`src/rtl/vic_pkg.sv`:
```
package vic_pkg;
  localparam int TAG_W    = 4;
  localparam int NUM_TAGS = 1 << TAG_W;

  typedef logic [TAG_W-1:0] tag_t;

  // Strobes from control to datapath
  typedef struct packed {
    logic loadS1;     // capture incoming word into decode stage
    logic advance;    // decode stage moves to issue stage, tag allocated
    logic retire;     // a tag retires this cycle
    tag_t allocTag;
    tag_t retireTag;
  } vic_strobe_t;
endpackage

```
`src/rtl/vic_datapath.sv`:
```
module vic_datapath
  import vic_pkg::*;
#(
  parameter int INSTR_W = 32,
  parameter int OP_W    = 4,
  parameter int ARCH_W  = 3,
  parameter int LEN_W   = 8
) (
  input  logic                clk,
  input  logic                rstN,
  input  logic [INSTR_W-1:0]  inData,
  input  logic                shareFine,
  input  logic                coreSel,
  input  vic_strobe_t         stb,
  output logic                hazard,
  output logic [OP_W-1:0]     pushOp,
  output logic [ARCH_W:0]     pushDst,
  output logic [ARCH_W:0]     pushSrcA,
  output logic [ARCH_W:0]     pushSrcB,
  output logic [LEN_W-1:0]    pushLen,
  output tag_t                pushTag
);
  localparam int PREG_W    = ARCH_W + 1;
  localparam int NUM_PREGS = 1 << PREG_W;
  localparam int OP_LSB    = INSTR_W - OP_W;
  localparam int DST_LSB   = OP_LSB - ARCH_W;
  localparam int SRCA_LSB  = DST_LSB - ARCH_W;
  localparam int SRCB_LSB  = SRCA_LSB - ARCH_W;

  logic [INSTR_W-1:0]   s1Instr;
  logic [OP_W-1:0]      s1Op;
  logic                 s1Wr;
  logic                 bank;
  logic [PREG_W-1:0]    pDst, pSrcA, pSrcB;
  logic [NUM_PREGS-1:0] busy, busyNext;
  logic [PREG_W-1:0]    tagDst [NUM_TAGS];
  logic [NUM_TAGS-1:0]  tagWr;
  logic                 unusedRsvd;

  // Decode and rename of the word held in the decode stage
  assign s1Op       = s1Instr[OP_LSB +: OP_W];
  assign s1Wr       = ~s1Op[OP_W-1];
  assign bank       = shareFine & coreSel;
  assign pDst       = {bank, s1Instr[DST_LSB  +: ARCH_W]};
  assign pSrcA      = {bank, s1Instr[SRCA_LSB +: ARCH_W]};
  assign pSrcB      = {bank, s1Instr[SRCB_LSB +: ARCH_W]};
  assign unusedRsvd = ^s1Instr[SRCB_LSB-1:LEN_W];

  assign hazard = busy[pDst] | busy[pSrcA] | busy[pSrcB];

  always_comb begin
    busyNext = busy;
    if (stb.retire && tagWr[stb.retireTag]) busyNext[tagDst[stb.retireTag]] = 1'b0;
    if (stb.advance && s1Wr)                busyNext[pDst] = 1'b1;
  end

  always_ff @(posedge clk) begin
    if (!rstN) begin
      s1Instr  <= '0;
      busy     <= '0;
      tagWr    <= '0;
      pushOp   <= '0;
      pushDst  <= '0;
      pushSrcA <= '0;
      pushSrcB <= '0;
      pushLen  <= '0;
      pushTag  <= '0;
      for (int t = 0; t < NUM_TAGS; t++) tagDst[t] <= '0;
    end else begin
      busy <= busyNext;
      if (stb.loadS1) s1Instr <= inData;
      if (stb.advance) begin
        pushOp                <= s1Op;
        pushDst               <= pDst;
        pushSrcA              <= pSrcA;
        pushSrcB              <= pSrcB;
        pushLen               <= s1Instr[LEN_W-1:0];
        pushTag               <= stb.allocTag;
        tagDst[stb.allocTag]  <= pDst;
        tagWr[stb.allocTag]   <= s1Wr;
      end
    end
  end
endmodule

```
`src/rtl/vic_control.sv`:
```
module vic_control
  import vic_pkg::*;
#(
  parameter int NUM_LANES = 4
) (
  input  logic                       clk,
  input  logic                       rstN,
  input  logic                       inValid,
  input  logic                       issueEnable,
  input  logic [NUM_LANES-1:0]       laneMask,
  input  logic [NUM_LANES-1:0]       laneFifoFull,
  input  logic [NUM_LANES-1:0]       laneDoneValid,
  input  logic [NUM_LANES*TAG_W-1:0] laneDoneTag,
  input  logic                       hazard,
  output logic                       inReady,
  output logic [NUM_LANES-1:0]       lanePush,
  output logic                       retireValid,
  output tag_t                       retireTag,
  output vic_strobe_t                stb
);
  logic                 s1Valid, s2Valid;
  logic [NUM_LANES-1:0] s2Mask;
  logic [NUM_TAGS-1:0]  tagBusy;
  logic [NUM_LANES-1:0] pend [NUM_TAGS];
  logic                 tagAvail, leave, advance;
  tag_t                 allocTag;

  // Lowest free tag, lowest complete tag
  always_comb begin
    tagAvail    = 1'b0;
    allocTag    = '0;
    retireValid = 1'b0;
    retireTag   = '0;
    for (int t = NUM_TAGS-1; t >= 0; t--) begin
      if (!tagBusy[t]) begin
        tagAvail = 1'b1;
        allocTag = TAG_W'(t);
      end
      if (tagBusy[t] && pend[t] == '0) begin
        retireValid = 1'b1;
        retireTag   = TAG_W'(t);
      end
    end
  end

  assign leave    = s2Valid & issueEnable & ~|(s2Mask & laneFifoFull);
  assign advance  = s1Valid & ~hazard & tagAvail & (|laneMask) & (~s2Valid | leave);
  assign inReady  = ~s1Valid | advance;
  assign lanePush = leave ? s2Mask : '0;

  assign stb.loadS1    = inValid & inReady;
  assign stb.advance   = advance;
  assign stb.retire    = retireValid;
  assign stb.allocTag  = allocTag;
  assign stb.retireTag = retireTag;

  always_ff @(posedge clk) begin
    if (!rstN) begin
      s1Valid <= 1'b0;
      s2Valid <= 1'b0;
      s2Mask  <= '0;
      tagBusy <= '0;
      for (int t = 0; t < NUM_TAGS; t++) pend[t] <= '0;
    end else begin
      if (stb.loadS1)   s1Valid <= 1'b1;
      else if (advance) s1Valid <= 1'b0;
      if (advance)      s2Valid <= 1'b1;
      else if (leave)   s2Valid <= 1'b0;
      for (int t = 0; t < NUM_TAGS; t++)
        for (int l = 0; l < NUM_LANES; l++)
          if (laneDoneValid[l] && laneDoneTag[l*TAG_W +: TAG_W] == TAG_W'(t))
            pend[t][l] <= 1'b0;
      if (retireValid) tagBusy[retireTag] <= 1'b0;
      if (advance) begin
        s2Mask           <= laneMask;
        pend[allocTag]   <= laneMask;
        tagBusy[allocTag] <= 1'b1;
      end
    end
  end
endmodule

```
`src/rtl/vector_issue_ctrl.sv`:
```
module vector_issue_ctrl
  import vic_pkg::*;
#(
  parameter int NUM_LANES = 4,
  parameter int INSTR_W   = 32,
  parameter int OP_W      = 4,
  parameter int ARCH_W    = 3,
  parameter int LEN_W     = 8
) (
  input  logic                       clk,
  input  logic                       rstN,
  input  logic                       inValid,
  input  logic [INSTR_W-1:0]         inData,
  output logic                       inReady,
  input  logic                       shareFine,
  input  logic                       coreSel,
  input  logic                       issueEnable,
  input  logic [NUM_LANES-1:0]       laneMask,
  input  logic [NUM_LANES-1:0]       laneFifoFull,
  input  logic [NUM_LANES-1:0]       laneDoneValid,
  input  logic [NUM_LANES*TAG_W-1:0] laneDoneTag,
  output logic [NUM_LANES-1:0]       lanePush,
  output logic [TAG_W-1:0]           pushTag,
  output logic [OP_W-1:0]            pushOp,
  output logic [ARCH_W:0]            pushDst,
  output logic [ARCH_W:0]            pushSrcA,
  output logic [ARCH_W:0]            pushSrcB,
  output logic [LEN_W-1:0]           pushLen,
  output logic                       retireValid,
  output logic [TAG_W-1:0]           retireTag
);
  vic_strobe_t stb;
  logic        hazard;

  vic_control #(.NUM_LANES(NUM_LANES)) i_control (
    .clk(clk), .rstN(rstN), .inValid(inValid), .issueEnable(issueEnable),
    .laneMask(laneMask), .laneFifoFull(laneFifoFull),
    .laneDoneValid(laneDoneValid), .laneDoneTag(laneDoneTag),
    .hazard(hazard), .inReady(inReady), .lanePush(lanePush),
    .retireValid(retireValid), .retireTag(retireTag), .stb(stb)
  );

  vic_datapath #(.INSTR_W(INSTR_W), .OP_W(OP_W), .ARCH_W(ARCH_W), .LEN_W(LEN_W)) i_datapath (
    .clk(clk), .rstN(rstN), .inData(inData), .shareFine(shareFine), .coreSel(coreSel),
    .stb(stb), .hazard(hazard), .pushOp(pushOp), .pushDst(pushDst),
    .pushSrcA(pushSrcA), .pushSrcB(pushSrcB), .pushLen(pushLen), .pushTag(pushTag)
  );
endmodule

```
`config.mk`:
```
export PLATFORM = sky130hd
export DESIGN_NAME = vector_issue_ctrl
export DESIGN_NICKNAME = d
export VERILOG_FILES = /design/src/rtl/vic_pkg.sv /design/src/rtl/vic_datapath.sv /design/src/rtl/vic_control.sv /design/src/rtl/vector_issue_ctrl.sv
export SDC_FILE = /design/constraint.sdc
export NUM_CORES = 1
export LEC_CHECK = 0
export BUFFER_PORTS_ARGS = -buffer_cell sky130_fd_sc_hd__buf_2
export CORE_AREA = 3 3 186 188
export CTS_CLUSTER_SIZE = 30
export DETAILED_ROUTE_END_ITERATION = 10
export DIE_AREA = 0 0 189 191
export PLACE_DENSITY = 0.55
export SETUP_SLACK_MARGIN = 0.1
export SYNTH_ARGS = -nofsm -noshare
export SYNTH_HDL_FRONTEND = slang
export SYNTH_SLANG_ARGS = --single-unit
```
`constraint.sdc`:
```
create_clock -name clk -period 2.9 [get_ports clk]
set_input_delay 0.145 -clock clk [delete_from_list [all_inputs] [get_ports clk]]
set_output_delay 0.145 -clock clk [all_outputs]
set_load 0.005 [all_outputs]
```
* After elaboration in Yosys (flattened, before gate mapping) *
Memories as Yosys holds them, arrays and structs flattened.
Cells that the tools add are included.

word-level totals
  RAM bits = 128
  output and inout bits = 38
  bits in registers = 114
  memories = 2
  logic and storage cells = 638

memory list
  memory             words  width  rd ports  clocked after Yosys merged registers in  wr ports  RTL line            source
  i_control.pend     16     4      16        0                                        17        vic_control.sv:24   logic [NUM_LANES-1:0] pend [NUM_TAGS];
  i_datapath.tagDst  16     4      1         0                                        16        vic_datapath.sv:36  logic [PREG_W-1:0] tagDst [NUM_TAGS];

operators by class
  reduce and logical (&&, ||, !) cells = 112
  bitwise logic cells = 87
  muxes and demuxes = 354
  equal/unequal tests = 60
  magnitude comparators = 10

operator list
  kind                                                                   number
  1-bit two-way mux                                                      305
  4-bit two-way mux                                                      35
  4-bit equality test, second input constant                             32
  1-bit logical AND                                                      86
  4-bit zero test                                                        20
  16-bit two-way mux                                                     5
  1-bit OR                                                               68
  4-bit by 3-bit equality test with 1-bit output, second input constant  16
  16-bit AND                                                             2
  4-bit by 2-bit equality test with 1-bit output, second input constant  8
  16-bit NOT                                                             2
  16-bit OR                                                              2
  4-bit by 5-bit < comparator with 1-bit output, second input constant   6
  1-bit binary-select mux with 4-bit select                              4
  16-bit bitwise mux                                                     1
  1-bit demux with 4-bit select                                          4
  4-bit by 1-bit equality test with 1-bit output, second input constant  4
  4-bit by 1-bit >= comparator with 1-bit output, second input constant  4
  4-bit OR reduction                                                     3
  1-bit AND                                                              8
  4-bit AND                                                              1
  1-bit NOT                                                              4
  2-bit nonzero test                                                     2
  1-bit zero test                                                        1

* Logic depth before layout (Yosys ltp) *
An unclocked memory read counts as a cell.

  depth in word-level cells = 29
  depth in mapped cells = 13
  mapped depth without buffers = 11

* By module *
Synthesis repeated with hierarchy kept, for this count alone.

unflattened totals
  cells, all modules = 1118
  area total of the unflattened synthesis = 11584.9 um^2

modules (own cells, without submodules)
  module        cells an instance  instances  area an instance (um^2)
  vic_datapath  581                1          6597.6
  vic_control   537                1          4987.3

* Least setup slack after synthesis *
OpenSTA, ideal clock, no wires.

  path kind = register to register
  from = mem i_control.pend[8][1]
  to = reg i_datapath.busy[0]
  arrival time = 2.825 ns
  library setup time = 0.128 ns
  stages on the path, launching flop included = 13
  path buffers = 2
  slack = -0.053 ns
  period minus slack after synthesis = 2.953 ns
  required time = 2.772 ns
  path through = edfxtp_1 > nor4_2 > and2_4 > a211oi_4 > o21a_4 > buf_6 > a21oi_2 > buf_4 > mux2i_1 > o32ai_1 > or4_4 > nor3_2 > a21oi_1

RTL lines
  element               RTL line            source
  start, declared       vic_control.sv:24
  end signal, assigned  vic_datapath.sv:70  busy <= busyNext;
  end, declared         vic_datapath.sv:35  logic [NUM_PREGS-1:0] busy, busyNext;

==> results.ini <==
[timing]
fin_ws_ps = -302
worstMarginPinSlew_ps = 616
rsz0062_at_grt = yes
finalMaxSlewViolations = 0
max_freq_mhz = 312
slew_headroom_pct = 58.6
post-route-period-util_pct = 110
setup_violations = 268
layout_min_cycle_time_ps = 3200
hold_viol_final = 0
finalClockSkew_ps = 12.6

[global_routing]
grt_max_degree = 42
grt_pass1_wl_um = 61000
grt_overflow_total = 0
antenna_found_initial = 0
grt_pass1_vias = 10200
grt.total_usage_pct = 21.9

[floorplan]
die_h_um = 191
fp.coreArea_mm2 = 0.0333
pin_count = 104
die_x_um = 189
die_area_mm2 = 0.0361
num_rows = 67
initial_core_util_pct = 34.7

[pwr]
pwr-share-seq_pct = 44.5
ir_drop_uv = 457
p_clk_share_pct = 43.4
comb_power_share_pct = 12.1
power_leakage_nw = 6.43
power.internal_w = 0.00615
switching_power_w = 0.00204
switching_share_pct = 24.9
power_density_mw_per_mm2 = 488

[yosys]
yosys-top-cells-count = edfxtp_1, and2_1, dfxtp_1, o21ai_0, mux2i_1
yosys.area.top_type = edfxtp_1
synthArstFlopShare_pct = 0
synth_edf_count = 128
synth-seq-cells = 229
yosysWarnings = 0
yosysMostFrequentCell = edfxtp_1
netlist_area_mm2 = 0.0115
synth-main-ff-cell = edfxtp_1
yosys.area.top_type_share_pct = 33.3
synthTopCellsByArea = edfxtp_1, dfxtp_1, and2_1, mux2i_1, o21ai_0
ys_seq_area_share_pct = 50.8
synth.distinct_cells = 79
syn_inst = 1100
syn_nets = 1166
postSynthAreaPerCell_um2 = 10.5

[cts]
clk_latency_ps = 540
clockBufferDepth = 3
cts_tree = done
clockRootBuffer = clkbuf_16
cts_max_level = 1
numCtsBuffers = 26
numClockSinks = 229
path_clk_slew_ps = 60

[setup_path]
cp_common_cell = buf_6
end_kind = register
crit_chain = nor4_4, and2_1, o211ai_1, a21o_1, buf_6, a21oi_4, buf_6, mux2i_2, o22ai_2, or4_4, nor3_4, a21oi_1
cp_slowest_cell = or4_4
worstPathArrival_ps = 3620
critical_path_required_ps = 3320
max_stage_delay_ps = 570
startpoint_type = register
cp_max_fo = 8
path_class = register to register

[placement]
dp_hpwl_um = 29100
gp_congestion = 0.907
placedCellCount = 1750
numPortBuffers = 92
place_ws_ps = -450

[detailed_routing]
vias_per_cell = 5.35
wl_per_cell_um = 21.8
drcViolationCount = 0
first_pass_iters = 7
drtIter0Drc = 668
ant_nets = 0
routed_wirelength_um = 40600
vias = 9976

[layout]
fin_util_pct = 50.4
antennaDiodeCount = 0
drive_gt1_share_pct = 44.9
nNetsFinal = 1461
finalNonFillerCells = 1863
syn2layout_area_growth_pct = 45.2

[outcome]
failed_checks = setup timing
outcome = finished, violations left

[min_path]
hold_path.class = input pin to register

[flow_run]
maxCapViolations = 0

## power groups by stage
stage	clock network [W]	logic [W]	registers (W)
final	0.00355	0.000991	0.00365
after global placement	0	0.000681	0.00370
after floorplan	0	0.000389	0.00367
after global routing	0.00370	0.00105	0.00366
after detailed placement	0	0.000687	0.00370
after CTS	0.00359	0.000913	0.00364
## through the flow
stage	hold WS, ps	total power, W	area [um^2]	setup TNS [ps]
global route	94.5	0.00842	16800	-56820
floorplan	284	0.00406	11600	0
finish	104	0.00819	16800	-26880
global placement	397	0.00438	13600	-58980
detailed placement	406	0.00439	13600	-66420
CTS	64.3	0.00814	16200	-28040
## layer usage
metal	vias to the layer above	share of wire (%)	global-route usage, %
met5	-	0	0
met4	0	2.5	6.82
met3	65	6.2	2.88
met2	357	49	37.8
met1	4900	42	28.6
li1	4654	-	-
## path summary, 6_finish.rpt
kind                          from  slack, ps                     to  cells past startpoint
max          i_control.pend[14][2]       -300     i_datapath.busy[5]                     12
min                           rstN        100  i_datapath.pushTag[3]                      2
max reg2reg  i_control.pend[14][2]       -300     i_datapath.busy[5]                     12
min reg2reg    i_datapath.tagWr[5]        460    i_datapath.tagWr[5]                      2
## registers in the layout (all words and copies together) (netlist names)
name,count
i_control.pend,64
i_control.s1Valid,1
i_control.s2Mask,4
i_control.s2Valid,1
i_control.tagBusy,16
i_datapath.busy,16
i_datapath.pushDst,4
i_datapath.pushLen,8
i_datapath.pushOp,4
i_datapath.pushSrcA,3
i_datapath.pushSrcB,3
i_datapath.pushTag,4
i_datapath.s1Instr,21
i_datapath.tagDst,64
i_datapath.tagWr,16
## cells in the final DEF (no fill, tap or decap), types with 15 or more instances in the layout
cell           instances
buf_4                129
edfxtp_1             128
dfxtp_1               99
and2_1                93
buf_2                 91
o21ai_2               66
buf_6                 65
mux2i_1               62
nand2_1               58
nor2b_1               51
nor2_1                40
and2_4                34
clkbuf_16             34
o21ai_0               23
dlygate4sd3_1         22
a21oi_1               20
nor3_1                20
nor2_4                19
nand4_1               15
o21a_4                15
## critical path, delay by kind of cell (launching register included)
| family | cells | cell delay [ps] |
|---|---|---|
| muxes | 1 | 230 |
| and+or+nand+nor | 4 | 1320 |
| buffers and inverters | 2 | 340 |
| AOI/OAI and AO/OA | 5 | 770 |
| DFF | 1 | 420 |
## layout make-up
type,instances,area [um^2]
Clock buffer,40,855
Clock inverter,8,82.6
Fill cell,2965,16500
Inverter,32,168
Multi-Input combinational cell,781,6470
Sequential cell,229,5870
Tap cell,448,561
Timing Repair Buffer,325,2750
## kinds of logic after synthesis
| kind of cell | share of synthesized area (%) |
|---|---|
| and+or+nand+nor | 22.7 |
| AOI/OAI and AO/OA | 14.1 |
| DFF | 50.8 |
| buffers and inverters | 3.47 |
| muxes | 9.00 |
## timing repair
item / CTS / global route
endpoints found under the setup margin: 347 / 342
resized for setup: 360 / 110
pin swaps: 52 / 49
cloned: 4 / 3
hold buffers: 22 / 0
hold endpoints to repair: 22 / 0
setup buffers: 29 / 12
No activity file was read; power rests on OpenSTA's default activity.
